## src/rtl/evq_pkg.sv

```systemverilog
package evq_pkg;

   // Control word; packed order places enable at bit 26 and code at 7:0
   typedef struct packed {
      logic       en;
      logic       edge_md;
      logic       inv;
      logic [7:0] thr;
      logic [7:0] umask;
      logic [7:0] code;
   } evq_ctl_t;

   localparam int CTL_W = $bits(evq_ctl_t);

endpackage

```

## src/rtl/evq_select.sv

```systemverilog
module evq_select #(
   parameter int         NUM_EVT        = 8,
   parameter logic [7:0] CODE_BASE      = 8'h08,
   parameter int         LINES_PER_CODE = 4,
   parameter bit         TREE_SUM       = 1'b1,
   parameter int         SUM_W          = $clog2(NUM_EVT + 1)
) (
   input  logic [NUM_EVT-1:0] evt,
   input  logic [7:0]         code,
   input  logic [7:0]         umask,
   output logic [SUM_W-1:0]   sum
);

   logic [NUM_EVT-1:0] sel;

   // Per-line tag match: code equality and mask-bit membership
   for (genvar i = 0; i < NUM_EVT; i++) begin : g_line
      localparam logic [7:0] LCODE = CODE_BASE + 8'(i / LINES_PER_CODE);
      localparam int         LBIT  = i % LINES_PER_CODE;
      assign sel[i] = evt[i] && (code == LCODE) && umask[LBIT];
   end

   if (TREE_SUM) begin : g_tree
      localparam int LV = $clog2(NUM_EVT);
      localparam int P2 = 1 << LV;
      logic [SUM_W-1:0] node [1:2*P2-1];
      for (genvar j = 0; j < P2; j++) begin : g_leaf
         if (j < NUM_EVT) begin : g_used
            assign node[P2+j] = SUM_W'(sel[j]);
         end else begin : g_pad
            assign node[P2+j] = '0;
         end
      end
      for (genvar k = 1; k < P2; k++) begin : g_node
         assign node[k] = node[2*k] + node[2*k+1];
      end
      assign sum = node[1];
   end else begin : g_chain
      always_comb begin
         sum = '0;
         for (int i = 0; i < NUM_EVT; i++) begin
            sum = sum + SUM_W'(sel[i]);
         end
      end
   end

endmodule

```

## src/rtl/evq_qualify.sv

```systemverilog
module evq_qualify #(
   parameter int SUM_W = 4
) (
   input  logic             clk,
   input  logic             rst_n,
   input  logic [SUM_W-1:0] sum,
   input  logic [7:0]       thr,
   input  logic             inv,
   input  logic             edge_md,
   input  logic             en,
   input  logic             clr_hist,
   output logic [SUM_W-1:0] inc
);

   logic thr_zero;
   logic cond;
   logic hist_q;

   assign thr_zero = (thr == 8'd0);

   always_comb begin
      if (thr_zero) begin
         cond = (sum != '0);
      end else if (inv) begin
         cond = (int'(sum) < int'(thr));
      end else begin
         cond = (int'(sum) >= int'(thr));
      end
   end

   always_ff @(posedge clk) begin
      if (!rst_n || !en || clr_hist) begin
         hist_q <= 1'b0;
      end else begin
         hist_q <= cond;
      end
   end

   always_comb begin
      if (!en) begin
         inc = '0;
      end else if (edge_md) begin
         inc = SUM_W'(cond && !hist_q);
      end else if (thr_zero) begin
         inc = sum;
      end else begin
         inc = SUM_W'(cond);
      end
   end

endmodule

```

## src/rtl/evq_accum.sv

```systemverilog
module evq_accum #(
   parameter int CNT_W = 48,
   parameter int SUM_W = 4
) (
   input  logic             clk,
   input  logic             rst_n,
   input  logic             load,
   input  logic [CNT_W-1:0] load_val,
   input  logic [SUM_W-1:0] inc,
   output logic [CNT_W-1:0] cnt
);

   always_ff @(posedge clk) begin
      if (!rst_n) begin
         cnt <= '0;
      end else if (load) begin
         cnt <= load_val;
      end else begin
         cnt <= cnt + CNT_W'(inc);
      end
   end

endmodule

```

## src/rtl/evq_counter.sv

```systemverilog
module evq_counter #(
   parameter int         NUM_EVT        = 8,
   parameter int         CNT_W          = 48,
   parameter logic [7:0] CODE_BASE      = 8'h08,
   parameter int         LINES_PER_CODE = 4,
   parameter bit         TREE_SUM       = 1'b1
) (
   input  logic               clk,
   input  logic               rst_n,
   input  logic [NUM_EVT-1:0] evt_i,
   input  logic               cfg_wr,
   input  logic               cfg_waddr,
   input  logic [CNT_W-1:0]   cfg_wdata,
   input  logic               cfg_raddr,
   output logic [CNT_W-1:0]   cfg_rdata
);
   import evq_pkg::*;

   localparam int SUM_W    = $clog2(NUM_EVT + 1);
   localparam int LAST_OFS = (NUM_EVT - 1) / LINES_PER_CODE;

   if (NUM_EVT < 1) begin : g_bad_num
      $error("NUM_EVT must be at least 1");
   end
   if (CNT_W < CTL_W) begin : g_bad_width
      $error("CNT_W must hold the control word");
   end
   if (LINES_PER_CODE < 1 || LINES_PER_CODE > 8) begin : g_bad_lpc
      $error("LINES_PER_CODE must be 1 to 8");
   end
   if (int'(CODE_BASE) + LAST_OFS > 255) begin : g_bad_code
      $error("line codes exceed 8 bits");
   end

   evq_ctl_t         ctl_q;
   logic             ctl_wr;
   logic             cnt_wr;
   logic [SUM_W-1:0] sum;
   logic [SUM_W-1:0] inc;
   logic [SUM_W-1:0] inc_g;
   logic [CNT_W-1:0] cnt_q;

   assign ctl_wr = cfg_wr && !cfg_waddr;
   assign cnt_wr = cfg_wr && cfg_waddr;

   always_ff @(posedge clk) begin
      if (!rst_n) begin
         ctl_q <= '0;
      end else if (ctl_wr) begin
         ctl_q <= evq_ctl_t'(cfg_wdata[CTL_W-1:0]);
      end
   end

   evq_select #(
      .NUM_EVT(NUM_EVT), .CODE_BASE(CODE_BASE),
      .LINES_PER_CODE(LINES_PER_CODE), .TREE_SUM(TREE_SUM), .SUM_W(SUM_W)
   ) u_sel (
      .evt(evt_i), .code(ctl_q.code), .umask(ctl_q.umask), .sum(sum)
   );

   evq_qualify #(.SUM_W(SUM_W)) u_qual (
      .clk(clk), .rst_n(rst_n), .sum(sum), .thr(ctl_q.thr), .inv(ctl_q.inv),
      .edge_md(ctl_q.edge_md), .en(ctl_q.en), .clr_hist(ctl_wr), .inc(inc)
   );

   // A control write cycle contributes nothing to the count
   assign inc_g = ctl_wr ? '0 : inc;

   evq_accum #(.CNT_W(CNT_W), .SUM_W(SUM_W)) u_acc (
      .clk(clk), .rst_n(rst_n), .load(cnt_wr), .load_val(cfg_wdata),
      .inc(inc_g), .cnt(cnt_q)
   );

   assign cfg_rdata = cfg_raddr ? cnt_q : CNT_W'(ctl_q);

endmodule

```

## config.mk

```make
export PLATFORM = sky130hd
export DESIGN_NAME = evq_counter
export DESIGN_NICKNAME = d
export VERILOG_FILES = /design/src/rtl/evq_pkg.sv /design/src/rtl/evq_select.sv /design/src/rtl/evq_qualify.sv /design/src/rtl/evq_accum.sv /design/src/rtl/evq_counter.sv
export SDC_FILE = /design/constraint.sdc
export NUM_CORES = 1
export LEC_CHECK = 0
export BUFFER_PORTS_ARGS = -buffer_cell sky130_fd_sc_hd__buf_4
export CAP_MARGIN = 5
export CORE_MARGIN = 1.5
export CORE_UTILIZATION = 35
export DETAILED_ROUTE_END_ITERATION = 12
export PLACE_DENSITY = 0.68
export SYNTH_ARGS = -nofsm -noshare
export SYNTH_HDL_FRONTEND = slang
export SYNTH_SLANG_ARGS = --single-unit
```

## constraint.sdc

```tcl
create_clock -name clk -period 6.58 [get_ports clk]
set_input_delay 0.987 -clock clk [delete_from_list [all_inputs] [get_ports clk]]
set_output_delay 0.987 -clock clk [all_outputs]
set_load 0.01 [all_outputs]
```

# [After elaboration in Yosys (flattened, before gate mapping)]
# Cells that the tools add are included.
[classes] n_addsub=8 multipliers=0 div_mod_pow=0 n_lt_le_gt_ge=2 n_eq_ne=2 shift=0 mux=8 bitwise_logic=0 n_reduce_logical=27
[op_table] op="2-to-1 mux 48 bit" n=2
[op_table] op="adder 48 x 4 -> 48 bit" n=1
[op_table] op="logical AND 1 bit" n=19
[op_table] op="== test 8 x 4 -> 1 bit (second input constant)" n=2
[op_table] op="2-to-1 mux 4 bit" n=4
[op_table] op="adder 1 x 1 -> 2 bit" n=4
[op_table] op=">= comparator 4 x 8 -> 1 bit" n=1
[op_table] op="logical NOT 8 bit" n=1
[op_table] op="less-than comparator 4 x 8 -> 1 bit" n=1
[op_table] op="adder 2 x 2 -> 3 bit" n=2
[op_table] op="adder 3 x 3 -> 4 bit" n=1
[op_table] op="logical NOT 1 bit" n=4
[op_table] op="nonzero test 4 bit" n=1
[op_table] op="logical OR 1 bit" n=2
[op_table] op="2-to-1 mux 1 bit" n=2
[word_totals] reg_bits=76 latch_bits=0 mem_bits_rw=0 romBits=0 input_bits=61 output_inout_bits=48 memories=0

# [Longest topological paths before layout]
# Gate-level depths: netlist (run 1).
[logic_depth] word_depth=15 ltp_mapped=27 mapped_depth_nobuf=26

# [Cells and area by module]
# Synthesis (run 1) repeated with hierarchy kept, for this count alone.
[hier_totals] hier_cells=585 area_unflattened_um2=4931.0
[modules_own_cells] module="evq_accum" instances=1 cells_each=338 area_per_inst_um2=2740.1 seq_area_each_um2=960.9
[modules_own_cells] module="evq_counter" instances=1 cells_each=177 area_per_inst_um2=1611.5 seq_area_each_um2=540.5
[modules_own_cells] module="evq_select" instances=1 cells_each=41 area_per_inst_um2=300.3 seq_area_each_um2=0.0
[modules_own_cells] module="evq_qualify" instances=1 cells_each=29 area_per_inst_um2=279.0 seq_area_each_um2=20.0

# [Worst setup path after synthesis (run 1)]
# OpenSTA, ideal clock, no wires.
[synth_timing] path_type="register -> register" from="reg ctl_q[4] (netlist bit)" to="reg u_acc.cnt[34]" setup_time_ns=0.136 arrival_time_ns=6.412 t_required_ns=6.444 path_slack_ns=0.032 path_stages_with_launch=27 period_less_slack_ns=6.548 cell_sequence="dfxtp_1 > or4b_2 > nor4_1 > and2_1 > nand3_1 > fa_1 > fa_1 > fa_1 > inv_1 > ha_1 > inv_1 > fa_1 > inv_1 > ha_1 > nor2b_1 > o211ai_1 > a21o_1 > o2111ai_1 > a211oi_1 > ha_1 > inv_1 > fa_1 > nand2b_1 > a211o_1 > nor4_2 > a21o_1 > a31oi_1"
[synth_between] elab_chain_len=15
[synth_rtl] element="from (decl)" line_no="evq_counter.sv:35" text="evq_ctl_t ctl_q;"
[synth_rtl] element="from (signal assigned)" line_no="evq_counter.sv:50" text="ctl_q <= evq_ctl_t'(cfg_wdata[CTL_W-1:0]);"
[synth_rtl] element="== test 8 x 4 -> 1 bit" line_no="evq_select.sv:20" text="assign sel[i] = evt[i] && (code == LCODE) && umask[LBIT];"
[synth_rtl] element="logical AND 1 bit (2 in a row)" line_no="evq_select.sv:20"
[synth_rtl] element="adder 1 x 1 -> 2 bit" line_no="evq_select.sv:35" text="assign node[k] = node[2*k] + node[2*k+1];"
[synth_rtl] element="adder 2 x 2 -> 3 bit" line_no="evq_select.sv:35"
[synth_rtl] element="adder 3 x 3 -> 4 bit (*)" line_no="evq_select.sv:35"
[synth_rtl] element=">= comparator 4 x 8 -> 1 bit or less-than comparator 4 x 8 -> 1 bit (tied branches)" line_no="evq_qualify.sv:27, evq_qualify.sv:25"
[synth_rtl] element="2-to-1 mux 1 bit" line_no="evq_qualify.sv:24" text="end else if (inv) begin"
[synth_rtl] element="2-to-1 mux 1 bit" line_no="evq_qualify.sv:22" text="if (thr_zero) begin"
[synth_rtl] element="2-to-1 mux 4 bit or logical AND 1 bit (tied branches)" line_no="evq_qualify.sv:44, evq_qualify.sv:43"
[synth_rtl] element="2-to-1 mux 4 bit (*)" line_no="evq_qualify.sv:42" text="end else if (edge_md) begin"
[synth_rtl] element="2-to-1 mux 4 bit (*)" line_no="evq_qualify.sv:40" text="if (!en) begin"
[synth_rtl] element="2-to-1 mux 4 bit (*)" line_no="evq_counter.sv:67" text="assign inc_g = ctl_wr ? '0 : inc;"
[synth_rtl] element="adder 48 x 4 -> 48 bit (*)" line_no="evq_accum.sv:19" text="cnt <= cnt + CNT_W'(inc);"
[synth_rtl] element="2-to-1 mux 48 bit (*)" line_no="evq_accum.sv:16" text="end else if (load) begin"
[synth_rtl] element="to (signal assigned)" line_no="evq_accum.sv:17" text="cnt <= load_val;"
[synth_rtl] element="to (signal assigned)" line_no="evq_accum.sv:19"
[synth_rtl] element="to (decl)" line_no="evq_accum.sv:10" text="output logic [CNT_W-1:0] cnt"
# Every way passes the cells marked *; elsewhere a longest branch is shown, timed or not.
# A chain may end at the register's enable or synchronous reset.

# [Final worst setup path (run 1)]
[layout_timing] from="reg ctl_q[4] (netlist bit)" to="reg u_acc.cnt[38]"
# Same word-level chain as after synthesis.

==> results.ini, run 1 <==
[run_status]
status=complete, no violations

[synthesis]
synth-main-ff-cell=dfxtp_1
synth_cells=600
synth_area_leaders=dfxtp_1, nand2_1, mux2_2, a21boi_0, o21ai_0
netlist-cell-type-count=53
ys_seq_area_share_pct=30.96
synth_area_sq_um=4915
postSynthAreaPerCell_sq_um=8.191
yosysTopAreaCellShare_pct=30.96
syn-num-nets=677
synth-seq-cells=76
yosysMostFrequentCell=nand2_1
synth-warning-count=0
synth_edf_count=0
netlist_top_cells_count=nand2_1, dfxtp_1, o21ai_0, clkbuf_1, a21boi_0
synth_top_area_cell=dfxtp_1
async_reset_ff_share_pct=0

[grt]
grt_use_total_pct=19.48
grt_antenna_before_repair=0
overflow=0
grt_pass1_vias=4535
grt_max_degree=90
grt_pass1_wl_um=22710

[drt]
wl_um=13930
wl_per_cell_um=15.70
drt_iter0_drc=262
drt-pass1-iter-count=5
viasPerCell=5.300
vias=4701
route.detailed.drc=0
ant_nets=0

[critical_path]
cp-end-kind=flip-flop
required_ns=6.81
cp_max_fo=4
crit_family=adder cells
crit_type=reg -> reg
cpPeakStageDelay_ns=0.54
startpoint_type=flip-flop
cp_data_arrival_time_ns=6.76
slowest_stage=or4b_4
path_buf_inv=5

[clock_tree]
clock_latency_ns=0.34
cts_tree=done
cts_buffers=9
numClockSinks=76
clk_pin_slew_ns=0.06
max-clock-path-buffers=2
cts_root_buf=clkbuf_16
cts_max_level=3

[power]
swShare_pct=25.36
power.share.clock_pct=43.1
p_leak_nw=2.780
combPwrFrac_pct=14.9
power_density_nw_per_um2=187.2
peakVddDrop_v=0.00009830
pwr-share-seq_pct=42.0
p_switching_mw=0.3133
p_int_mw=0.9220

[layout]
utilization_pct=47.90
drive_gt1_share_pct=32.96
instances_no_fill=887
insertedDiodeCount=0
area_delta_synth_final_pct=34.24
nNetsFinal=779

[timing]
relSlewSlack_pct=23.97
fmax_ghz=0.1531
fin_setup_tns_ns=0
fin_crit_sh_pct=99.24
skew_ns=0.005956
worst_hold_slack_ns=0.4599
finalMaxSlewViolations=0
rsz0062_at_grt=true
min_period_ns=6.530
hold_violations=0
tightest_slew_ns=1.128
setup_viol=0

[floorplan]
pin_count=109
core_area_sq_um=13770
die_h_um=121.5
initial_utilization_pct=35.68
rows=43
dieArea_sq_um=14760
die_x_um=121.5

[placement]
dp_hpwl_um=9454
routabilityCongestion=0.8469
port_buffers=108
dp_cells=863

[hold_path]
hold_class=reg -> reg

[flow_run]
cap_viol_max_count=0

## cell type report
| class | instances | area, sq um |
|---|---|---|
| well taps | 180 | 225.2 |
| inverters | 23 | 86.33 |
| clock buffers | 11 | 242.7 |
| multi-input cells | 459 | 3398 |
| fillers | 1401 | 7176 |
| repair buffers | 133 | 1046 |
| clock inverters | 5 | 75.07 |
| flip-flops and latches | 76 | 1524 |
## final timing paths
kind | start | endpoint | slack, ns | depth (start not counted)
worst max-delay path | ctl_q[4]$_SDFFE_PN0P_ | u_acc.cnt[38]$_SDFF_PN0_ | 0.05 | 27
worst min-delay path | ctl_q[14]$_SDFFE_PN0P_ | ctl_q[14]$_SDFFE_PN0P_ | 0.46 | 2
worst max register to register | ctl_q[4]$_SDFFE_PN0P_ | u_acc.cnt[38]$_SDFF_PN0_ | 0.05 | 27
worst min register to register | ctl_q[14]$_SDFFE_PN0P_ | ctl_q[14]$_SDFFE_PN0P_ | 0.46 | 2
## layer usage
layer,track usage [%],part of all wire [%],vias to the layer above
met1,26.51,47,2239
li1,-,-,2337
met3,3.618,4.7,14
met5,0,0,-
met4,6.029,1.5,0
met2,31.29,47,111
## cell families (layout without fill, tap and decap cells)
group / Yosys count / in the layout / share of synthesized area (%)
AOI/OAI and AO/OA: 134 / 134 / 18.13
xor gates and xnor gates: 27 / 27 / 4.812
adders and majority gates: 16 / 16 / 4.837
buffers and inverters: 65 / 172 / 5.499
DFF: 76 / 76 / 30.96
muxes: 27 / 27 / 6.110
and+or+nand+nor: 255 / 255 / 29.66
## sequential cells by signal (all words and copies together) (netlist names)
register	flops
u_qual.hist_q	1
ctl_q	27
u_acc.cnt	48
## layout by cell type (no fill, tap or decap), drive strengths merged, types with 14 or more instances in the layout
master    n
a21boi   29
a21oi    26
and2     28
and3     15
buf     133
dfxtp    76
inv      23
mux2     24
nand2    90
nand3    22
nand4    14
nor2     15
nor3     26
nor4     17
o21ai    42
xnor2    24
## stage by stage
stage	cell area, sq um	power, mW	setup slack, ns
after floorplan	4915	0.6203	0.03198
after global placement	5912	0.7037	-0.2196
after detailed placement	5912	0.7059	-0.3559
after CTS	6429	1.247	-0.1346
after global routing	6598	1.289	-0.2347
final	6598	1.235	0.04984
## worst reg2reg max path, stage by stage, from the launching register on
cell	delay [ns]
dfxtp_2	0.31
or4b_4	0.54
nor4_4	0.16
and2_4	0.20
nand3_2	0.08
fa_1	0.51
fa_1	0.54
fa_1	0.40
inv_1	0.07
ha_2	0.18
inv_2	0.04
fa_2	0.53
inv_2	0.06
ha_4	0.26
nor2b_4	0.12
o211ai_1	0.10
a31oi_1	0.21
o2111ai_2	0.17
a211oi_2	0.20
ha_2	0.22
inv_2	0.04
fa_2	0.33
nand2b_4	0.17
a211o_4	0.36
buf_6	0.13
nor3_4	0.19
nand4_1	0.10
o2111a_1	0.18
## power groups by stage
stage | Sequential, mW | Clock, mW | Combinational (mW)
2_1_floorplan | 0.517 | 0 | 0.103
3_3_place_gp | 0.526 | 0 | 0.177
3_5_place_dp | 0.527 | 0 | 0.179
4_1_cts | 0.518 | 0.546 | 0.183
5_1_grt | 0.523 | 0.563 | 0.203
6_report | 0.519 | 0.533 | 0.184
## what timing repair did
item                                    4_1_cts  5_1_grt
hold buffers                                  0        0
endpoints found under the setup margin       22       24
gates resized for setup                      33       24
pin swaps                                    31       43
setup buffers                                 3        5
endpoints found under the hold margin         0        0
No activity file was read; power rests on OpenSTA's default activity.
==> inputs of run 2 (changes only) <==
BUFFER_PORTS_ARGS = -buffer_cell sky130_fd_sc_hd__buf_2   (was -buffer_cell sky130_fd_sc_hd__buf_4)
==> results.ini, run 2 (synthesis gave the netlist of run 1 again) <==
[run_status]
status=complete, no violations

[hold_path]
hold_depth=2
hold_class=reg -> reg
hp-start=ctl_q[12]$_SDFFE_PN0P_
whs_endpoint=ctl_q[12]$_SDFFE_PN0P_

[critical_path]
path_buf_inv=6
cp_max_fo=4
r2r_setup_slack_ns=0.07
crit_family=adder cells
required_ns=6.76
slowest_stage=or4b_4
cpPeakStageDelay_ns=0.55
crit_type=reg -> reg
cp_data_arrival_time_ns=6.69
startpoint_type=flip-flop
reg2reg_to=u_acc.cnt[10]$_SDFF_PN0_
reg2reg_from=ctl_q[6]$_SDFFE_PN0P_
r2r_cells=28
crit_start=ctl_q[6]$_SDFFE_PN0P_
cp-end-kind=flip-flop

[timing]
skew_ns=0.006294
tightest_slew_ns=1.041
fin_crit_sh_pct=98.91
finalMaxSlewViolations=0
relSlewSlack_pct=29.88
fmax_ghz=0.1536
hold_violations=0
rsz0062_at_grt=true
worst_hold_slack_ns=0.4635
setup_viol=0
min_period_ns=6.509

[drt]
drt_iter0_drc=295
ant_nets=0
drt-pass1-iter-count=5
vias=4725
route.detailed.drc=0
viasPerCell=5.327
wl_um=13760
wl_per_cell_um=15.52

[clock_tree]
cts_root_buf=clkbuf_16
cts_tree=done
postCtsHoldBufs=0
clock_latency_ns=0.34
max-clock-path-buffers=2
cts_buffers=9
numClockSinks=76
cts_max_level=3
clk_pin_slew_ns=0.06

[floorplan]
die_x_um=121.5
initial_utilization_pct=35.68
dieArea_sq_um=14760
pin_count=109
die_h_um=121.5
core_area_sq_um=13770
rows=43

[placement]
dp_hpwl_um=9463
port_buffers=108
routabilityCongestion=0.8942
dp_cells=864

[layout]
area_delta_synth_final_pct=27.88
instances_no_fill=887
reg_top3=u_acc.cnt (48), ctl_q (27), u_qual.hist_q (1)
insertedDiodeCount=0
drive_gt1_share_pct=32.96
regMostFlops=u_acc.cnt
final_cell_mix=buf_2, nand2_1, dfxtp_1, o21ai_0, a21boi_0
largest_reg_flops=48
nNetsFinal=780
final_common_cell=buf_2

[power]
swShare_pct=25.74
pwr-share-seq_pct=43.4
power.share.clock_pct=42.8
power_density_nw_per_um2=190.1
p_switching_mw=0.3075
peakVddDrop_v=0.0001241
p_int_mw=0.8870
p_leak_nw=2.650
combPwrFrac_pct=13.7

[grt]
grt_antenna_before_repair=1
grt_max_degree=90
grt_pass1_wl_um=22570
overflow=0
grt_pass1_vias=4546
grt_use_total_pct=19.20

[flow_run]
cap_viol_max_count=0

==> run 2: per-stage QoR <==
| stage | setup slack, ns | util, % | total power [mW] | TNS (ns) | area (sq um) |
|---|---|---|---|---|---|
| CTS | 0.003196 | 44.20 | 1.202 | 0 | 6087 |
| global placement | -0.2559 | 41.02 | 0.6849 | -3.403 | 5649 |
| floorplan | 0.03198 | - | 0.6203 | 0 | 4915 |
| global route | -0.1830 | 45.63 | 1.244 | -2.334 | 6285 |
| detailed placement | -0.4362 | 41.02 | 0.6863 | -7.136 | 5649 |
| finish | 0.07141 | 45.63 | 1.194 | 0 | 6285 |
==> run 2: power groups by stage <==
stage	Combinational, mW	Clock [mW]	Sequential [mW]
detailed placement	0.159	0	0.527
floorplan	0.103	0	0.517
global route	0.183	0.537	0.523
CTS	0.162	0.521	0.518
global placement	0.158	0	0.526
finish	0.164	0.512	0.519
==> run 2: what timing repair did <==
action / in CTS / in global routing
cloned: 0 / 0
pin swaps: 13 / 32
endpoints found under the setup margin: 24 / 25
buffers inserted: 3 / 5
gates resized for setup: 23 / 30
==> run 2: cell type report <==
class                           count  area, sq um
Timing Repair Buffer              134        767.0
Clock inverter                      1        30.03
Sequential cell                    76         1523
Inverter                           23        86.33
Multi-Input combinational cell    459         3379
Tap cell                          180        225.2
Fill cell                        1386         7488
Clock buffer                       14        274.0
==> run 2: metal layers <==
layer  global-route usage, %  vias to the layer above  share of wire [%]
li1                        -                     2347                  -
met2                   30.37                      106                 46
met5                       0                        -              0.094
met1                   26.11                     2249                 48
met4                   7.426                        2                1.9
met3                   3.242                       21                4.4
==> run 2: worst max-delay path by stage <==
stage / depth (start not counted) / to
2_1_floorplan: 26 / u_acc.cnt[34]$_SDFF_PN0_
5_1_grt: 28 / u_acc.cnt[14]$_SDFF_PN0_
6_report: 28 / u_acc.cnt[10]$_SDFF_PN0_
4_1_cts: 28 / u_acc.cnt[10]$_SDFF_PN0_
3_5_place_dp: 28 / u_acc.cnt[10]$_SDFF_PN0_
3_3_place_gp: 28 / u_acc.cnt[14]$_SDFF_PN0_
==> run 2: worst min-delay path, cell delays in order, from the launching register on <==
cell	delay, ns
dfxtp_1	0.30
nand2_1	0.04
a21boi_0	0.06
